<file path="src/rtl/brc_pkg.sv">
package brc_pkg;

    localparam int ILEN   = 32;
    localparam int OPC_HI = 31;
    localparam int OPC_LO = 26;
    localparam int OPC_W  = OPC_HI - OPC_LO + 1;
    localparam int FLD_W  = 26;
    localparam int IMM_W  = 16;

    localparam logic [OPC_W-1:0] OPC_JMP  = 6'h02;
    localparam logic [OPC_W-1:0] OPC_BEQZ = 6'h04;
    localparam logic [OPC_W-1:0] OPC_BNEZ = 6'h05;

    typedef enum logic [1:0] {
        POL_STALL = 2'd0,
        POL_PNT   = 2'd1,
        POL_DELAY = 2'd2
    } policy_e;

    typedef enum logic [1:0] {
        NPC_SEQ  = 2'd0,
        NPC_TGT  = 2'd1,
        NPC_HOLD = 2'd2
    } npc_sel_e;

    typedef enum logic [1:0] {
        CTL_NONE = 2'd0,
        CTL_BEQZ = 2'd1,
        CTL_BNEZ = 2'd2,
        CTL_JMP  = 2'd3
    } ctl_kind_e;

endpackage

</file>
<file path="src/rtl/brc_ctl_decode.sv">
module brc_ctl_decode
    import brc_pkg::*;
#(
    parameter int OPND_W = 32
) (
    input  logic [OPC_W-1:0]  opcode_i,
    input  logic              valid_i,
    input  logic [OPND_W-1:0] opnd_i,
    output ctl_kind_e         kind_o,
    output logic              is_ctl_o,
    output logic              taken_o
);

    logic opnd_zero;

    always_comb begin
        opnd_zero = (opnd_i == '0);
        case (opcode_i)
            OPC_BEQZ: kind_o = CTL_BEQZ;
            OPC_BNEZ: kind_o = CTL_BNEZ;
            OPC_JMP:  kind_o = CTL_JMP;
            default:  kind_o = CTL_NONE;
        endcase
        is_ctl_o = valid_i && (kind_o != CTL_NONE);
        case (kind_o)
            CTL_BEQZ: taken_o = is_ctl_o && opnd_zero;
            CTL_BNEZ: taken_o = is_ctl_o && !opnd_zero;
            CTL_JMP:  taken_o = is_ctl_o;
            default:  taken_o = 1'b0;
        endcase
    end

endmodule

</file>
<file path="src/rtl/brc_target_gen.sv">
module brc_target_gen
    import brc_pkg::*;
#(
    parameter int PC_W = 32
) (
    input  logic [PC_W-1:0]  dec_pc_i,
    input  logic [FLD_W-1:0] field_i,
    input  ctl_kind_e        kind_i,
    output logic [PC_W-1:0]  target_o
);

    localparam int SEXT_W = PC_W - IMM_W - 2;
    localparam int JLO    = FLD_W + 2;

    logic [PC_W-1:0] seq_pc;
    logic [PC_W-1:0] br_tgt;
    logic [PC_W-1:0] jmp_tgt;

    always_comb begin
        seq_pc   = dec_pc_i + PC_W'(4);
        br_tgt   = seq_pc + {{SEXT_W{field_i[IMM_W-1]}}, field_i[IMM_W-1:0], 2'b00};
        jmp_tgt  = {seq_pc[PC_W-1:JLO], field_i, 2'b00};
        target_o = (kind_i == CTL_JMP) ? jmp_tgt : br_tgt;
    end

endmodule

</file>
<file path="src/rtl/brc_policy_ctl.sv">
module brc_policy_ctl
    import brc_pkg::*;
#(
    parameter policy_e POLICY = POL_PNT
) (
    input  logic     is_ctl_i,
    input  logic     taken_i,
    output npc_sel_e sel_o,
    output logic     kill_o
);

    generate
        if (POLICY == POL_STALL) begin : g_stall
            always_comb begin
                kill_o = is_ctl_i;
                if (!is_ctl_i)    sel_o = NPC_SEQ;
                else if (taken_i) sel_o = NPC_TGT;
                else              sel_o = NPC_HOLD;
            end
        end else if (POLICY == POL_PNT) begin : g_pnt
            always_comb begin
                kill_o = taken_i;
                sel_o  = taken_i ? NPC_TGT : NPC_SEQ;
            end
        end else begin : g_delay
            always_comb begin
                kill_o = 1'b0;
                sel_o  = taken_i ? NPC_TGT : NPC_SEQ;
            end
        end
    endgenerate

endmodule

</file>
<file path="src/rtl/brc_nextpc_unit.sv">
module brc_nextpc_unit
    import brc_pkg::*;
#(
    parameter int      PC_W   = 32,
    parameter int      OPND_W = 32,
    parameter policy_e POLICY = POL_PNT
) (
    input  logic              clk,
    input  logic              rst_n,
    input  logic              hold_i,
    input  logic [ILEN-1:0]   fetch_word_i,
    input  logic [OPND_W-1:0] dec_opnd_i,
    output logic [PC_W-1:0]   fetch_pc_o,
    output logic              dec_valid_o,
    output logic [PC_W-1:0]   dec_pc_o,
    output logic [ILEN-1:0]   dec_word_o,
    output logic              redirect_o,
    output logic              squash_o
);

    typedef struct packed {
        logic [PC_W-1:0] pc;
        logic            fd_valid;
        logic [PC_W-1:0] fd_pc;
        logic [ILEN-1:0] fd_word;
    } state_t;

    state_t    st_q, st_d;
    ctl_kind_e kind;
    logic      is_ctl;
    logic      taken;
    logic      kill;
    npc_sel_e  sel;
    logic [PC_W-1:0] target;

    brc_ctl_decode #(.OPND_W(OPND_W)) u_dec (
        .opcode_i (st_q.fd_word[OPC_HI:OPC_LO]),
        .valid_i  (st_q.fd_valid),
        .opnd_i   (dec_opnd_i),
        .kind_o   (kind),
        .is_ctl_o (is_ctl),
        .taken_o  (taken)
    );

    brc_target_gen #(.PC_W(PC_W)) u_tgt (
        .dec_pc_i (st_q.fd_pc),
        .field_i  (st_q.fd_word[FLD_W-1:0]),
        .kind_i   (kind),
        .target_o (target)
    );

    brc_policy_ctl #(.POLICY(POLICY)) u_pol (
        .is_ctl_i (is_ctl),
        .taken_i  (taken),
        .sel_o    (sel),
        .kill_o   (kill)
    );

    always_comb begin
        st_d       = st_q;
        redirect_o = 1'b0;
        squash_o   = 1'b0;
        if (!hold_i) begin
            redirect_o = (sel == NPC_TGT);
            squash_o   = kill;
            case (sel)
                NPC_TGT:  st_d.pc = target;
                NPC_HOLD: st_d.pc = st_q.pc;
                default:  st_d.pc = st_q.pc + PC_W'(4);
            endcase
            st_d.fd_valid = !kill;
            st_d.fd_pc    = st_q.pc;
            st_d.fd_word  = fetch_word_i;
        end
    end

    always_ff @(posedge clk or negedge rst_n) begin
        if (!rst_n) begin
            st_q <= '0;
        end else begin
            st_q <= st_d;
        end
    end

    assign fetch_pc_o  = st_q.pc;
    assign dec_valid_o = st_q.fd_valid;
    assign dec_pc_o    = st_q.fd_pc;
    assign dec_word_o  = st_q.fd_word;

endmodule

</file>
<file path="config.mk">
export PLATFORM = sky130hd
export DESIGN_NAME = brc_nextpc_unit
export DESIGN_NICKNAME = d
export VERILOG_FILES = /design/src/rtl/brc_pkg.sv /design/src/rtl/brc_ctl_decode.sv /design/src/rtl/brc_target_gen.sv /design/src/rtl/brc_policy_ctl.sv /design/src/rtl/brc_nextpc_unit.sv
export SDC_FILE = /design/constraint.sdc
export NUM_CORES = 1
export LEC_CHECK = 0
export BUFFER_PORTS_ARGS = -buffer_cell sky130_fd_sc_hd__buf_2
export CAP_MARGIN = 0
export CORE_UTILIZATION = 40
export CTS_BUF_LIST = sky130_fd_sc_hd__clkbuf_4 sky130_fd_sc_hd__clkbuf_8
export DETAILED_ROUTE_END_ITERATION = 16
export SLEW_MARGIN = 40
export SYNTH_ARGS = -nofsm -noshare
export SYNTH_HDL_FRONTEND = slang
export SYNTH_SLANG_ARGS = --single-unit
</file>
<file path="constraint.sdc">
create_clock -name clk -period 3.9 [get_ports clk]
set_input_delay 0.195 -clock clk [delete_from_list [all_inputs] [get_ports clk]]
set_output_delay 0.195 -clock clk [all_outputs]
set_load 0.01 [all_outputs]
</file>
* Yosys cells after proc, flatten, opt, wreduce, memory -nomap -nowiden
Cells that the tools add are included.
** Storage, ports and cells
- Bits in registers :: 97
- Logic and storage cells :: 32
- Output and inout port bits :: 99
** Cells by class
- Multiplexer cells :: 7
- Reductions and logical operators :: 8
- Bitwise gates (word level) :: 2
- $add $sub $neg :: 3
- Equal/unequal tests :: 8
** Operator list (count)
- $add A32 B3 Y32 const B :: 2
- $pmux W32 S2 :: 1
- $add A32 B32 Y32 :: 1
- $logic_not A32 Y1 :: 1
- $mux W32 :: 1
- $eq A6 B3 Y1 const B :: 2
- $eq A2 B2 Y1 const B :: 3
- $eq A6 B2 Y1 const B :: 1
- $pmux W2 S3 :: 1
- $eq A2 B1 Y1 const B :: 2
- $logic_and A1 B1 Y1 :: 3
- $mux W1 :: 3
- $pmux W1 S3 :: 1
- $logic_not A1 Y1 :: 2
- $not A1 Y1 :: 2
- $reduce_and A2 Y1 :: 1
- $reduce_bool A2 Y1 :: 1

* Depth between registers and ports, before layout
- Word-level depth :: 10
- Gate-level depth with buffers :: 17
- Depth with buffers taken out :: 16

* Modules after synthesis
A second synthesis with hierarchy kept.
** Unflattened totals
- Cell total of the unflattened synthesis :: 779
- Area total of the unflattened synthesis :: 7128.1 um^2
** Modules (own cells, without submodules)
- brc_nextpc_unit :: sequential area each 2427.3 um^2, area each 4486.8 um^2, cells an instance 388, times used 1
- brc_target_gen :: sequential area each 0.0 um^2, area each 2401.1 um^2, cells an instance 360, times used 1
- brc_ctl_decode :: sequential area each 0.0 um^2, area each 214.0 um^2, cells an instance 27, times used 1
- brc_policy_ctl :: sequential area each 0.0 um^2, area each 26.3 um^2, cells an instance 4, times used 1

* Worst setup path after synthesis
Ideal clock, no wire load.
- Kind :: flip-flop to flip-flop
- Start point :: reg st_q (netlist bit dec_pc_o[7])
- End point :: reg st_q (netlist bit fetch_pc_o[31])
- Arrival :: 3.485 ns
- Clock period less this slack :: 3.566 ns
- Data required time :: 3.819 ns
- Stages on the path, launching flop included :: 16
- Path buffers :: 0
- Path slack :: 0.334 ns
- Path through :: dfrtp_1 > nand4_1 > or3_4 > nor2_8 > and3_1 > xor2_1 > ha_1 > a21oi_1 > nand2_1 > a221o_1 > a21oi_1 > o211a_1 > o31ai_1 > and3_1 > a2111o_1 > nor3_2
** Between the ends
- Word-level cells in the longest chain between the ends :: 4
** RTL lines
- start, declared :: line brc_nextpc_unit.sv:28 : state_t st_q, st_d;
- start signal, assigned :: line brc_nextpc_unit.sv:81 : st_q <= st_d;
- $add A32 B3 Y32 (*) :: line brc_target_gen.sv:20 : seq_pc = dec_pc_i + PC_W'(4);
- $add A32 B32 Y32 :: line brc_target_gen.sv:21 : br_tgt = seq_pc + {{SEXT_W{field_i[IMM_W-1]}}, field_i[IMM_W-1:0], 2'b00};
- $mux W32 (*) :: line brc_target_gen.sv:23 : target_o = (kind_i == CTL_JMP) ? jmp_tgt : br_tgt;
- $pmux W32 S2 (*) :: line brc_nextpc_unit.sv:66 : case (sel)
Every way passes the cells marked *; elsewhere a longest branch is shown, timed or not.
A chain may end at the register's enable or synchronous reset.

* Worst setup path in the final report
- Start point :: reg st_q (netlist bit dec_pc_o[9])
- End point :: reg st_q (netlist bit fetch_pc_o[31])
Same word-level chain as after synthesis.

==> flow_summary.json <==
{
  "ctsLongestPathBuffers": 2,
  "wirelength_mm": 20.8,
  "min_period_ps": 3710,
  "clk_latency_ps": 380,
  "synth-seq-cells": 97,
  "status": "finished clean",
  "clk_pin_slew_ps": 100,
  "min-delay-start": "fetch_word_i[2]",
  "crit_family": "simple AND/OR/NAND/NOR gates",
  "r2r_setup_slack_ps": 190,
  "p_per_area_mw_per_mm2": 425,
  "synth-simple-area-share": 0.171,
  "stdcell_count": 1153,
  "path_common_cell": "a21oi_1",
  "synthAdderAreaFrac": 0.0759,
  "fin_nets": 1036,
  "worst_pin_slew_ps": 563,
  "first_global_vias": 5974,
  "num_antenna_cells": 0,
  "detail-route-antenna-nets": 0,
  "ys_seq_area_frac": 0.354,
  "arrival_ps": 4010,
  "peakVddDrop_mv": 0.293,
  "port_buffers": 165,
  "die_area_sq_mm": 0.0177,
  "final_cell_mix": "buf_2, dfrtp_1, nand2_1",
  "cts_tree": "built",
  "cap_violations": 0,
  "setup_viol": 0,
  "cts_max_level": 3,
  "die_x_microns": 133,
  "crit_required_ps": 4200,
  "viasPerCell": 5.50,
  "holdWs_ps": 38.6,
  "drc": 0,
  "first_pass_iters": 5,
  "drive_gt1_frac": 0.315,
  "slew_headroom": 0.623,
  "synth_xor_area_frac": 0.0728,
  "ys_types": 69,
  "path_cells": "nand4_1 -> or3_4 -> nor2_8 -> and3_4 -> xor2_4 -> ha_4 -> a21oi_1 -> nand2_1 -> a221o_1 -> a21oi_1 -> o211a_1 -> o31ai_4 -> and3_1 -> a2111o_1 -> nor3_2",
  "drt_iter0_markers": 557,
  "post_drt_wl_per_cell_microns": 18.1,
  "cts_root_buffer": "clkbuf_8",
  "avgSynthCellArea_sq_um": 9.11,
  "syn-cell-area_sq_mm": 0.00686,
  "pin_count": 166,
  "timing.rr.start": "dec_pc_o[9]$_DFFE_PN0N_",
  "core_region_area_sq_mm": 0.0166,
  "overflow": 0,
  "worstSetupPathType": "reg -> reg",
  "p_leak_nw": 3.93,
  "cp-end-kind": "flop",
  "clock_sinks": 97,
  "num-fill-cells": 1595,
  "hold_class": "in -> reg",
  "start_util": 0.412,
  "whs_path_depth": 2,
  "synth_flop_cell": "dfrtp_1",
  "area_delta_synth_final_pct": 21.3,
  "fmax_mhz": 269,
  "layout_commonest_cell": "buf_2",
  "syn-num-nets": 861,
  "synth_compound_area_frac": 0.189,
  "antenna_found_initial": 0,
  "grt_max_degree": 66,
  "min_to": "dec_word_o[2]$_DFFE_PN0N_",
  "max_stage_delay_ps": 410,
  "synth_top_family_by_area": "compound AO/OA/AOI/OAI gates",
  "rr_endpoint": "fetch_pc_o[31]$_DFFE_PN0N_",
  "fp.dieH_microns": 133,
  "grt_pass1_wl_mm": 32.6,
  "worst_setup_path_start_kind": "flop",
  "track_usage": 0.237,
  "dpl.cell_count": 1129,
  "synth_edf_count": 0,
  "synth_async_sr_flop_share": 1.00,
  "r2r_cells": 15,
  "fin_crit_sh": 0.952,
  "ys_warn_count": 0,
  "clock_skew_ps": 10.5,
  "synthCells": 753,
  "critPathBufInv": 0,
  "num_vias": 6347,
  "place.gp.congestion": 0.896,
  "cts_buffers": 9,
  "core.rowCount": 47,
  "muxShareOfSynthArea": 0.103,
  "worstPathMaxFanout": 6,
  "cp_slowest_cell": "dfrtp_1",
  "finalMaxSlewViolations": 0,
  "hold_violations": 0,
  "dp.final_hpwl_mm": 15.6,
  "power.total_mw": 3.53
}
==> registers in the layout (all words and copies together), names as in the netlist <==
name         count
fetch_pc_o      32
dec_pc_o        32
dec_word_o      32
dec_valid_o      1
==> what timing repair did <==
item | 4_1_cts | 5_1_grt
endpoints found under the hold margin | 20 | 0
gates resized for setup | 1 | 11
pin swaps | 0 | 4
setup endpoints to repair | 1 | 3
setup buffers | 0 | 6
hold buffers | 1 | 0
==> worst max-delay path by stage <==
| stage | end | startpoint | cells past startpoint |
|---|---|---|---|
| 4_1_cts | fetch_pc_o[31]$_DFFE_PN0N_ | dec_pc_o[5]$_DFFE_PN0N_ | 15 |
| 5_1_grt | fetch_pc_o[31]$_DFFE_PN0N_ | dec_pc_o[5]$_DFFE_PN0N_ | 14 |
| 3_5_place_dp | fetch_pc_o[31]$_DFFE_PN0N_ | dec_pc_o[9]$_DFFE_PN0N_ | 14 |
| 2_1_floorplan | fetch_pc_o[31]$_DFFE_PN0N_ | dec_pc_o[7]$_DFFE_PN0N_ | 15 |
| 6_report | fetch_pc_o[31]$_DFFE_PN0N_ | dec_pc_o[9]$_DFFE_PN0N_ | 15 |
| 3_3_place_gp | fetch_pc_o[31]$_DFFE_PN0N_ | dec_pc_o[9]$_DFFE_PN0N_ | 14 |
==> cells in the mapped netlist, types with 12 or more instances <==
cell / n / area share
nor3_1: 17 / 0.012
clkbuf_1: 23 / 0.013
o21ai_0: 37 / 0.027
xor2_1: 20 / 0.026
dfrtp_1: 97 / 0.35
nand4_1: 19 / 0.017
a21o_1: 19 / 0.021
mux2_2: 59 / 0.097
ha_1: 40 / 0.073
xnor2_1: 37 / 0.047
nor2_1: 48 / 0.026
nand2_1: 67 / 0.037
inv_1: 25 / 0.014
a21oi_1: 60 / 0.044
nand3_1: 31 / 0.023
a211oi_1: 12 / 0.013
and3_1: 12 / 0.011
==> power breakdown <==
| group | switching (mW) | internal (mW) |
|---|---|---|
| logic | 0.855 | 0.705 |
| clock network | 0.372 | 0.255 |
| registers | 0.199 | 1.15 |
==> layer usage <==
metal,vias to the layer above,wire length (microns),GRT usage
li1,3108,-,-
met1,3009,9630,0.328
met2,195,9660,0.377
met3,35,1060,0.0310
met4,0,498,0.0907
met5,-,0,0
==> worst reg2reg max path: stages (launching register included) <==
cell and delay, ps:
dfrtp_1 410, nand4_1 150, or3_4 410, nor2_8 140, and3_4 220, xor2_4 200, ha_4 250, a21oi_1 140
nand2_1 90, a221o_1 380, a21oi_1 150, o211a_1 210, o31ai_4 100, and3_1 200, a2111o_1 400, nor3_2 180
==> cell families after synthesis <==
kind of cell             after synthesis
AO/OA/AOI/OAI                        202
adder cells (fa/ha/maj)               41
buffers and inverters                 59
XOR/XNOR                              57
AND/OR/NAND/NOR                      234
flip-flops                            97
multiplexers                          63
==> area by class of cell <==
class	count	area (sq um)	share of cell area
multi-input combinational	597	4260	0.512
sequential	97	2430	0.292
timing repair buffer	196	1080	0.130
tap	220	275	0.0331
clock buffer	11	145	0.0174
inverter	27	101	0.0122
clock inverter	5	31.3	0.00376
==> stage by stage <==
| step | worst slack, ps | setup TNS (ps) | utilization | cell area (sq um) |
|---|---|---|---|---|
| after global placement | 209 | 0 | 0.481 | 8000 |
| after global routing | -44.0 | -76.4 | 0.500 | 8320 |
| after CTS | 71.9 | 0 | 0.492 | 8190 |
| after floorplan | 334 | 0 | - | 6860 |
| after detailed placement | 46.7 | 0 | 0.481 | 8000 |
| final | 189 | 0 | 0.500 | 8320 |
No activity file was read; power rests on OpenSTA's default activity.
